===== config.mk =====
export PLATFORM = sky130hd
export DESIGN_NAME = hd_tx_arbiter
export DESIGN_NICKNAME = d
export VERILOG_FILES = /design/src/rtl/txa_pkg.sv /design/src/rtl/txa_lfsr.sv /design/src/rtl/txa_defer_timer.sv /design/src/rtl/txa_backoff.sv /design/src/rtl/hd_tx_arbiter.sv
export SDC_FILE = /design/constraint.sdc
export NUM_CORES = 1
export LEC_CHECK = 0
export BUFFER_PORTS_ARGS = -buffer_cell sky130_fd_sc_hd__buf_4
export CAP_MARGIN = 30
export CORE_UTILIZATION = 40
export CTS_CLUSTER_DIAMETER = 30
export DETAILED_ROUTE_END_ITERATION = 10
export GPL_TIMING_DRIVEN = 0
export MAX_ROUTING_LAYER = met4
export PLACE_DENSITY = 0.54
export SKIP_CTS_REPAIR_TIMING = 1
export SYNTH_ARGS = -nofsm -noshare
export SYNTH_HDL_FRONTEND = slang
export SYNTH_SLANG_ARGS = --single-unit

===== constraint.sdc =====
create_clock -name clk -period 5.6 [get_ports clk]
set_input_delay 1.12 -clock clk [delete_from_list [all_inputs] [get_ports clk]]
set_output_delay 1.12 -clock clk [all_outputs]
set_load 0.005 [all_outputs]

===== src/rtl/txa_pkg.sv =====
package txa_pkg;

  typedef enum logic [1:0] {
    ST_IDLE    = 2'd0,
    ST_XMIT    = 2'd1,
    ST_BACKOFF = 2'd2,
    ST_RETRY   = 2'd3
  } txa_state_t;

  // Number of random bits permitted by the backoff-limit setting.
  function automatic int unsigned lim_to_bits(input logic [1:0] lim);
    case (lim)
      2'd0:    return 10;
      2'd1:    return 8;
      2'd2:    return 4;
      default: return 1;
    endcase
  endfunction

endpackage


===== src/rtl/txa_lfsr.sv =====
module txa_lfsr #(
  parameter int              W    = 16,
  parameter logic [W-1:0]    TAPS = 16'hB400,
  parameter logic [W-1:0]    SEED = 16'hACE1
) (
  input  logic         clk,
  input  logic         rst,
  output logic [W-1:0] value
);
  logic [W-1:0] sreg;

  always_ff @(posedge clk) begin
    if (rst)          sreg <= SEED;
    else if (sreg[0]) sreg <= (sreg >> 1) ^ TAPS;
    else              sreg <= sreg >> 1;
  end

  assign value = sreg;


  lfsr_nonzero_chk: assert property (@(posedge clk) disable iff (rst)
    sreg != '0);
endmodule


===== src/rtl/txa_defer_timer.sv =====
module txa_defer_timer #(
  parameter int LIMIT = 24288
) (
  input  logic clk,
  input  logic rst,
  input  logic clear,
  input  logic step,
  output logic expired
);
  localparam int CW = $clog2(LIMIT + 2);
  logic [CW-1:0] cnt;

  always_ff @(posedge clk) begin
    if (rst || clear)                      cnt <= '0;
    else if (step && cnt <= CW'(LIMIT))    cnt <= cnt + 1'b1;
  end

  assign expired = (cnt > CW'(LIMIT));


  defer_hold_chk: assert property (@(posedge clk) disable iff (rst)
    (!clear && !step) |=> $stable(cnt));

  defer_rise_chk: assert property (@(posedge clk) disable iff (rst)
    $rose(expired) |-> $past(step));
endmodule


===== src/rtl/txa_backoff.sv =====
module txa_backoff #(
  parameter int SLOT_BITS = 512,
  parameter int RAND_W    = 10
) (
  input  logic              clk,
  input  logic              rst,
  input  logic              load,
  input  logic [RAND_W-1:0] slots,
  input  logic              tick,
  output logic              zero
);
  localparam int SW = $clog2(SLOT_BITS + 1);
  localparam int RW = RAND_W + SW;
  logic [RW-1:0] remain;

  always_ff @(posedge clk) begin
    if (rst)                        remain <= '0;
    else if (load)                  remain <= RW'(slots) * RW'(SLOT_BITS);
    else if (tick && remain != '0)  remain <= remain - 1'b1;
  end

  assign zero = (remain == '0);


  backoff_hold_chk: assert property (@(posedge clk) disable iff (rst)
    (!load && !tick) |=> $stable(remain));
endmodule


===== src/rtl/hd_tx_arbiter.sv =====
module hd_tx_arbiter
  import txa_pkg::*;
#(
  parameter int SLOT_BITS    = 512,
  parameter int DEFER_LIMIT  = 24288,
  parameter int MAX_ATTEMPTS = 16,
  parameter int RAND_W       = 10,
  parameter int LFSR_W       = 16
) (
  input  logic       clk,
  input  logic       rst,
  input  logic       full_duplex,
  input  logic       tx_enable,
  input  logic       cfg_no_retry,
  input  logic [1:0] cfg_backoff_lim,
  input  logic       cfg_defer_chk,
  input  logic       frame_ready,
  input  logic       carrier_sense,
  input  logic       collision,
  input  logic       tx_last,
  input  logic       bit_tick,
  output logic       tx_start,
  output logic       frame_done,
  output logic       frame_abort,
  output logic       excess_coll,
  output logic       defer_timeout
);
  localparam int AW = $clog2(MAX_ATTEMPTS + 1);

  txa_state_t st, st_n;
  logic [AW-1:0] attempts, attempts_n;
  logic [LFSR_W-1:0] rnd;
  logic dt_expired, dt_clear, dt_step;
  logic bk_zero, bk_load;
  logic [RAND_W-1:0] bk_slots;
  logic blocked, waiting_first;
  logic start_n, done_n, abort_n, excess_n, tmo_n;

  txa_lfsr #(.W(LFSR_W)) u_lfsr (
    .clk(clk), .rst(rst), .value(rnd)
  );

  txa_defer_timer #(.LIMIT(DEFER_LIMIT)) u_defer (
    .clk(clk), .rst(rst), .clear(dt_clear), .step(dt_step),
    .expired(dt_expired)
  );

  txa_backoff #(.SLOT_BITS(SLOT_BITS), .RAND_W(RAND_W)) u_backoff (
    .clk(clk), .rst(rst), .load(bk_load), .slots(bk_slots),
    .tick(bit_tick), .zero(bk_zero)
  );

  assign blocked       = carrier_sense && !full_duplex;
  assign waiting_first = (st == ST_IDLE) && frame_ready && tx_enable;
  assign dt_step       = bit_tick && blocked &&
                         (waiting_first || st == ST_RETRY);

  // Random slot count limited to min(collision number, selected bits).
  always_comb begin
    int unsigned kb;
    int unsigned ncol;
    logic [RAND_W-1:0] mask;
    ncol = int'(attempts) + 1;
    kb   = lim_to_bits(cfg_backoff_lim);
    if (kb > RAND_W) kb = RAND_W;
    if (ncol < kb)   kb = ncol;
    mask     = RAND_W'((32'd1 << kb) - 32'd1);
    bk_slots = rnd[RAND_W-1:0] & mask;
  end

  always_comb begin
    st_n       = st;
    attempts_n = attempts;
    start_n    = 1'b0;
    done_n     = 1'b0;
    abort_n    = 1'b0;
    excess_n   = 1'b0;
    tmo_n      = 1'b0;
    dt_clear   = 1'b0;
    bk_load    = 1'b0;
    case (st)
      ST_IDLE: begin
        if (!waiting_first) begin
          dt_clear = 1'b1;
        end else if (cfg_defer_chk && dt_expired) begin
          done_n = 1'b1; abort_n = 1'b1; tmo_n = 1'b1;
          dt_clear = 1'b1; attempts_n = '0; st_n = ST_IDLE;
        end else if (!blocked) begin
          start_n = 1'b1; dt_clear = 1'b1; st_n = ST_XMIT;
        end
      end
      ST_RETRY: begin
        if (cfg_defer_chk && dt_expired) begin
          done_n = 1'b1; abort_n = 1'b1; tmo_n = 1'b1;
          dt_clear = 1'b1; attempts_n = '0; st_n = ST_IDLE;
        end else if (!blocked) begin
          start_n = 1'b1; dt_clear = 1'b1; st_n = ST_XMIT;
        end
      end
      ST_XMIT: begin
        if (collision && !full_duplex) begin
          dt_clear = 1'b1;
          if (cfg_no_retry || (int'(attempts) + 1 >= MAX_ATTEMPTS)) begin
            done_n = 1'b1; abort_n = 1'b1; excess_n = 1'b1;
            attempts_n = '0; st_n = ST_IDLE;
          end else begin
            attempts_n = attempts + 1'b1;
            bk_load    = 1'b1;
            st_n       = ST_BACKOFF;
          end
        end else if (tx_last) begin
          done_n = 1'b1; attempts_n = '0; st_n = ST_IDLE;
        end
      end
      default: begin
        dt_clear = 1'b1;
        if (bk_zero) st_n = ST_RETRY;
      end
    endcase
  end

  always_ff @(posedge clk) begin
    if (rst) begin
      st            <= ST_IDLE;
      attempts      <= '0;
      tx_start      <= 1'b0;
      frame_done    <= 1'b0;
      frame_abort   <= 1'b0;
      excess_coll   <= 1'b0;
      defer_timeout <= 1'b0;
    end else begin
      st            <= st_n;
      attempts      <= attempts_n;
      tx_start      <= start_n;
      frame_done    <= done_n;
      frame_abort   <= abort_n;
      excess_coll   <= excess_n;
      defer_timeout <= tmo_n;
    end
  end


  excess_abort_chk: assert property (@(posedge clk) disable iff (rst)
    excess_coll |-> (frame_abort && frame_done));

  timeout_abort_chk: assert property (@(posedge clk) disable iff (rst)
    defer_timeout |-> (frame_abort && frame_done && !excess_coll));

  grant_medium_chk: assert property (@(posedge clk) disable iff (rst)
    tx_start |-> $past(full_duplex || !carrier_sense));

  done_single_chk: assert property (@(posedge clk) disable iff (rst)
    frame_done |=> !frame_done);

  grant_enable_chk: assert property (@(posedge clk) disable iff (rst)
    (tx_start && $past(st == ST_IDLE)) |-> $past(tx_enable && frame_ready));

  attempts_bound_chk: assert property (@(posedge clk) disable iff (rst)
    int'(attempts) < MAX_ATTEMPTS);
endmodule


==> out/metrics.cfg, run 1 <==
[outcome]
status=complete, no violations

[drt]
drtPass1Iterations=4
drt-initial-drc-count=130
dr_wl_met3_um=273
dr_total_vias=2809
wl_met1_um=3970
drt-total-wl_um=7570
vias_per_cell=5.38
routed.top_layer=met4
post_drt_wl_per_cell_um=14.5
route.detailed.drc=0
wl_met2_um=3250
ant_nets=0

[sta]
setup_violations=0
rsz0062_at_grt=no
finalHoldViolCount=0
drv_slew=0
layout_min_cycle_time_ps=4110
timing.hold.ws_ps=427
worstMarginPinSlew_ps=988
fin_skew_ps=9.12
fin_crit_sh_pct=73.3
setup-tns-final_ps=0
max_freq_mhz=243
max_slew_margin_pct=34.0

[run]
maxCapViolCount=0

[clocking]
htreeDepth=3
clockBufferDepth=2
cts_tree=done
cts_root_buf=clkbuf_8
path_clk_slew_ps=70
clk-insertion-delay-late_ps=340
tritoncts.num_buffers=9
clock-sinks=63

[placed_design]
port_buffers=17
placed_area_um2=3560
gp_congestion=0.872
place_hpwl_um=5410

[global_routing]
grt_usage_pct=19.8
gr-total-overflow=0
grt_max_degree=11
grt_pass1_wl_um=12800
antenna_found_initial=0
first_global_vias=2669

[worst_setup_path]
crit_path_max_incr_delay_ps=380
critPathLaunchType=register
path_cells=and3_1, xnor2_1, inv_1, ha_1, a311o_1, o31a_1, or3_1, clkbuf_1, and3_1, o21ai_0, ha_1, buf_1, nand3b_1, a21oi_1, a32oi_1, o22ai_1
cp_data_arrival_time_ps=4320
crit_path_max_fanout=10
endpoint_kind=register
critPathKind=register to register
cp.required_ps=5810
crit_slowest_cell=or3_1

[pwr]
p_leak_nw=1.41
vdd_drop_max_mv=0.181
powerDensity_nw_per_um2=411

[logic_synthesis]
synthCells=388
syn_nets=412
syn_area_um2=3310
synth.avg_cell_area_um2=8.52
ys.warnings.count=0
synth_enable_flop_cells=0
synth_cell_types=62
synthFlopType=dfxtp_1
ys_ff_latch=63
async_flop_share_pct=0
ys_seq_area_share_pct=38.2

[floorplan]
initial_core_util_pct=42.1
core-area_um2=7850
die_h_um=92.9
die_w_um=92.9
rows=32
die_area_um2=8630
io_pins=18

[layout]
fin_nets=440
syn2layout_area_growth_pct=14.1
design_area_um2=3770
fin_util_pct=48.1
drive_gt1_share_pct=11.4
fill_cells=780
final_cell_mix=dfxtp_1 (63), nor2_1 (40), xnor2_1 (25), nand2_1 (19), a21oi_1 (19)
final_common_cell=dfxtp_1
n_antenna_cell=0

[worst_hold_path]
hold_path.class=register to register

[report_power, final]
part / total [W] / internal (W) / switching (W)
clock network: 0.000431 / 0.000259 / 0.000172
registers: 0.000578 / 0.000522 / 0.0000561
logic: 0.000542 / 0.000242 / 0.000299
total: 0.00155 / 0.00102 / 0.000528
[worst paths after layout]
| kind | end | slack [ps] | start | cells after the start |
|---|---|---|---|---|
| setup / recovery | u_backoff.remain[15] | 1490 | attempts[2] | 16 |
| hold / removal | u_lfsr.value[11] | 430 | u_lfsr.value[12] | 1 |
| setup reg to reg | u_backoff.remain[15] | 1490 | attempts[2] | 16 |
| hold reg to reg | u_lfsr.value[11] | 430 | u_lfsr.value[12] | 1 |
[stage by stage]
step           std cells  worst slack, ps  power, W
2_1_floorplan        388             1840   0.00100
3_3_place_gp         507             1260   0.00113
3_5_place_dp         507             1270   0.00113
4_1_cts              522             1540   0.00157
5_1_grt              522             1230   0.00167
6_report             522             1490   0.00155
[registers in the layout, indices dropped and copies added (netlist names)]
signal	count
excess_coll	1
u_defer.cnt	15
u_lfsr.value	16
attempts	5
defer_timeout	1
u_backoff.remain	20
frame_abort	1
frame_done	1
st	2
tx_start	1
[synth_stat cells, drive strengths merged, types with 2 or more instances]
cell type  number  area, um^2
xor2            9        78.8
and3            8        50.1
nand4           9        56.3
or4             7        56.3
o2111a          2        22.5
xnor2          25         219
clkbuf         15        56.3
nor4            4        25.0
nand3b          4        30.0
o211ai          4        30.0
o21bai          2        15.0
inv            15        56.3
dfxtp          63        1260
nor2b           8        50.1
mux2i           4        40.0
buf             3        13.8
or3b            2        17.5
ha             11         138
nor3b           2        15.0
o31ai           3        22.5
nor2           40         150
o21ai          12        60.1
a2111oi         2        17.5
and2            5        31.3
a21boi          2        15.0
or3             9        56.3
a22oi           2        15.0
o22ai           4        25.0
o22a            2        17.5
a31oi           2        12.5
or2            10        62.6
nand2          19        71.3
nor3           11        55.1
nand2b          8        50.1
nand3          12        60.1
a21oi          19        95.1
a211oi          8        65.1
[kinds of logic (layout without fill, tap and decap cells)]
| group | after synthesis | after routing | share of synthesized area, % |
|---|---|---|---|
| buf+inv | 33 | 65 | 3.82 |
| simple gates | 163 | 163 | 26.7 |
| flops | 63 | 63 | 38.2 |
| compound gates | 79 | 79 | 16.6 |
| fa+ha+maj | 11 | 11 | 4.16 |
| mux | 5 | 5 | 1.55 |
| xor+xnor | 34 | 34 | 9.01 |
[metal layers]
layer	up-vias	GRT usage, %
met5	-	-
li1	1443	-
met3	6	5.67
met4	0	6.15
met1	1312	26.9
met2	48	28.2
[critical path, delay by kind of cell, from the launching register on]
kind / cells / cell delay (ps)
AOI/OAI and AO/OA: 6 / 1150
and+or+nand+nor: 4 / 970
buffers and inverters: 3 / 680
adders and majority gates: 2 / 440
DFF: 1 / 370
xor gates and xnor gates: 1 / 350
[area by class of cell]
cell class              instances  area, um^2  share of cell area [%]
multi-input cells             292        1920                    50.8
flip-flops and latches         63        1260                    33.4
clock buffers                  11         141                    3.75
repair buffers                 17         128                    3.38
well taps                     102         128                    3.38
clock inverters                 4        70.1                    1.86
plain buffers                  18        70.1                    1.86
inverters                      15        56.3                    1.49
No activity file was read; power rests on OpenSTA's default activity.
==> run 2, diff against run 1 <==
Clock period 5.6 ns to 4.1 ns, I/O delays scaled along.
==> run 2 against run 1 <==
  * Register-to-register slack got worse by 1200 ps
  * Total power rose by 37%
  * Clock skew barely moved
  * Global-route usage did not move
  * Count of clock-buffer cells in the layout did not move
  * Critical endpoint unchanged
  * Largest cell class unchanged
  * Largest power group unchanged
==> out/metrics.cfg, run 2 (same netlist as run 1, synthesis figures left out) <==
[floorplan]
die_w_um=92.9  ; unchanged
die_area_um2=8630  ; unchanged
io_pins=18  ; unchanged
core-area_um2=7850  ; unchanged
die_h_um=92.9  ; unchanged
initial_core_util_pct=42.1  ; unchanged
rows=32  ; unchanged

[placed_design]
placed_area_um2=3560  ; unchanged
gp_congestion=0.872  ; unchanged
place_inst=507  ; unchanged
port_buffers=17  ; unchanged
place_hpwl_um=5410  ; unchanged

[clocking]
clockBufferDepth=2  ; unchanged
path_clk_slew_ps=70  ; about the same
cts_tree=done  ; unchanged
cts_root_buf=clkbuf_8  ; unchanged
tritoncts.num_buffers=9  ; unchanged
htreeDepth=3  ; unchanged
clock-sinks=63  ; unchanged
clk-insertion-delay-late_ps=340  ; about the same

[sta]
rsz0062_at_grt=no  ; unchanged
worstMarginPinSlew_ps=1000  ; was 988 ps
fin_crit_sh_pct=92.8  ; was 73.3%
setup_violations=0  ; unchanged
fin_skew_ps=9.00  ; was 9.12 ps
layout_min_cycle_time_ps=3800  ; was 4110 ps
max_slew_margin_pct=33.2  ; was 34.0%
setup-tns-final_ps=0  ; unchanged
max_freq_mhz=263  ; was 243 MHz
drv_slew=0  ; unchanged
finalHoldViolCount=0  ; unchanged

[layout]
multiInputGateArea_um2=1930  ; was 1920 um^2
largest_register_ffs=20  ; unchanged
fill_cells=778  ; was 780
final_common_cell=dfxtp_1  ; unchanged
design_area_um2=3780  ; was 3770 um^2
regArea_um2=1260  ; unchanged
n_antenna_cell=0  ; unchanged
fin_nets=439  ; was 440
final_cells=521  ; was 522
final_cell_mix=dfxtp_1 (63), nor2_1 (40), xnor2_1 (24), nand2_1 (19), a21oi_1 (19)  ; was dfxtp_1 (63), nor2_1 (40), xnor2_1 (25), nand2_1 (19), a21oi_1 (19)
syn2layout_area_growth_pct=14.3  ; was 14.1%
top_register=u_backoff.remain  ; unchanged
drive_gt1_share_pct=11.9  ; was 11.4%

[worst_hold_path]
holdCritStartpoint=u_lfsr.value[12]  ; unchanged
min_path_cells=1  ; unchanged
holdPathEnd=u_lfsr.value[11]  ; unchanged
hold_path.class=register to register  ; unchanged

[global_routing]
gr-total-overflow=0  ; unchanged
antenna_found_initial=0  ; unchanged
grt_usage_pct=19.8  ; unchanged
grt_max_degree=11  ; unchanged
first_global_vias=2669  ; unchanged
grt_pass1_wl_um=12800  ; unchanged

[outcome]
status=complete, no violations  ; unchanged

[pwr]
powerDensity_nw_per_um2=561  ; was 411 nW/um^2
vdd_drop_max_mv=0.247  ; was 0.181 mV
p_leak_nw=1.41  ; about the same

[drt]
post_drt_wl_per_cell_um=14.6  ; was 14.5 um
route.detailed.drc=0  ; unchanged
drtPass1Iterations=4  ; unchanged
dr_total_vias=2815  ; was 2,809
drt-total-wl_um=7580  ; was 7570 um
drt-initial-drc-count=141  ; was 130
vias_per_cell=5.40  ; was 5.38
ant_nets=0  ; unchanged

[worst_setup_path]
crit_path_max_fanout=10  ; unchanged
rr_endpoint=u_backoff.remain[15]  ; unchanged
critPathKind=register to register  ; unchanged
cp.required_ps=4310  ; was 5810 ps
critPathLaunchType=register  ; unchanged
endpoint_kind=register  ; unchanged
cp_data_arrival_time_ps=4020  ; was 4320 ps
regToRegStartpoint=attempts[2]  ; unchanged
r2r_cells=15  ; was 16
r2r_setup_slack_ps=300  ; was 1490 ps

[run]
maxCapViolCount=0  ; unchanged

run 2: cell types whose count changed in the layout (fill, tap and decap cells not counted), sizes merged:
cell	delta
buf	-1
run 2: final cells by class:
type	instances	share of cell area [%]
Multi-Input combinational cell	292	51.0
Clock buffer	11	3.74
Clock inverter	4	1.85
Buffer	17	1.75
Tap cell	102	3.38
Timing Repair Buffer	17	3.38
Inverter	15	1.49
Sequential cell	63	33.4
run 2: per-layer routing:
layer  wire (um)  part of all wire [%]  vias up  global-route usage (%)
met3         289                   3.8        8                    5.67
met1        3980                    52     1314                    26.9
met2        3230                    43       55                    28.2
li1            -                     -     1438                       -
met4          83                   1.1        0                    6.15
met5           0                     0        -                       -
run 2: worst max-delay path, stage by stage, from the launching register on:
cell and delay (ps):
dfxtp_1 370, and3_1 230, xnor2_2 240, inv_1 140, ha_1 250, a311o_1 330
o31a_1 180, or3_1 380, clkbuf_1 200, and3_1 220, o21ai_0 250, ha_2 340
nand3b_1 130, a21oi_1 70, a32oi_1 220, o22ai_1 110
run 2: metrics by stage:
stage	total power [W]	setup WS (ps)	util [%]	hold slack, ps
after floorplan	0.00137	645	-	389
after global placement	0.00154	22.7	45.4	398
after detailed placement	0.00154	62.2	45.4	397
after CTS	0.00214	38.9	48.1	428
after global routing	0.00228	89.3	48.2	461
final	0.00212	296	48.2	427
run 2: worst max-delay path by stage:
| stage | from | to | slack, ps | depth (start not counted) |
|---|---|---|---|---|
| global placement | attempts[2] | u_backoff.remain[15] | 20 | 16 |
| CTS | attempts[2] | u_backoff.remain[15] | 40 | 16 |
| global route | attempts[2] | u_backoff.remain[15] | 90 | 15 |
| detailed placement | attempts[2] | u_backoff.remain[15] | 60 | 16 |
| finish | attempts[2] | u_backoff.remain[15] | 300 | 15 |
| floorplan | cfg_backoff_lim[1] | u_backoff.remain[15] | 640 | 14 |
run 2: where the power goes:
group / total, W / switching, W / internal (W) / leakage [nW]
Combinational: 0.000741 / 0.000409 / 0.000332 / 0.784
Clock: 0.000589 / 0.000236 / 0.000354 / 0.109
Sequential: 0.000789 / 0.0000762 / 0.000713 / 0.515
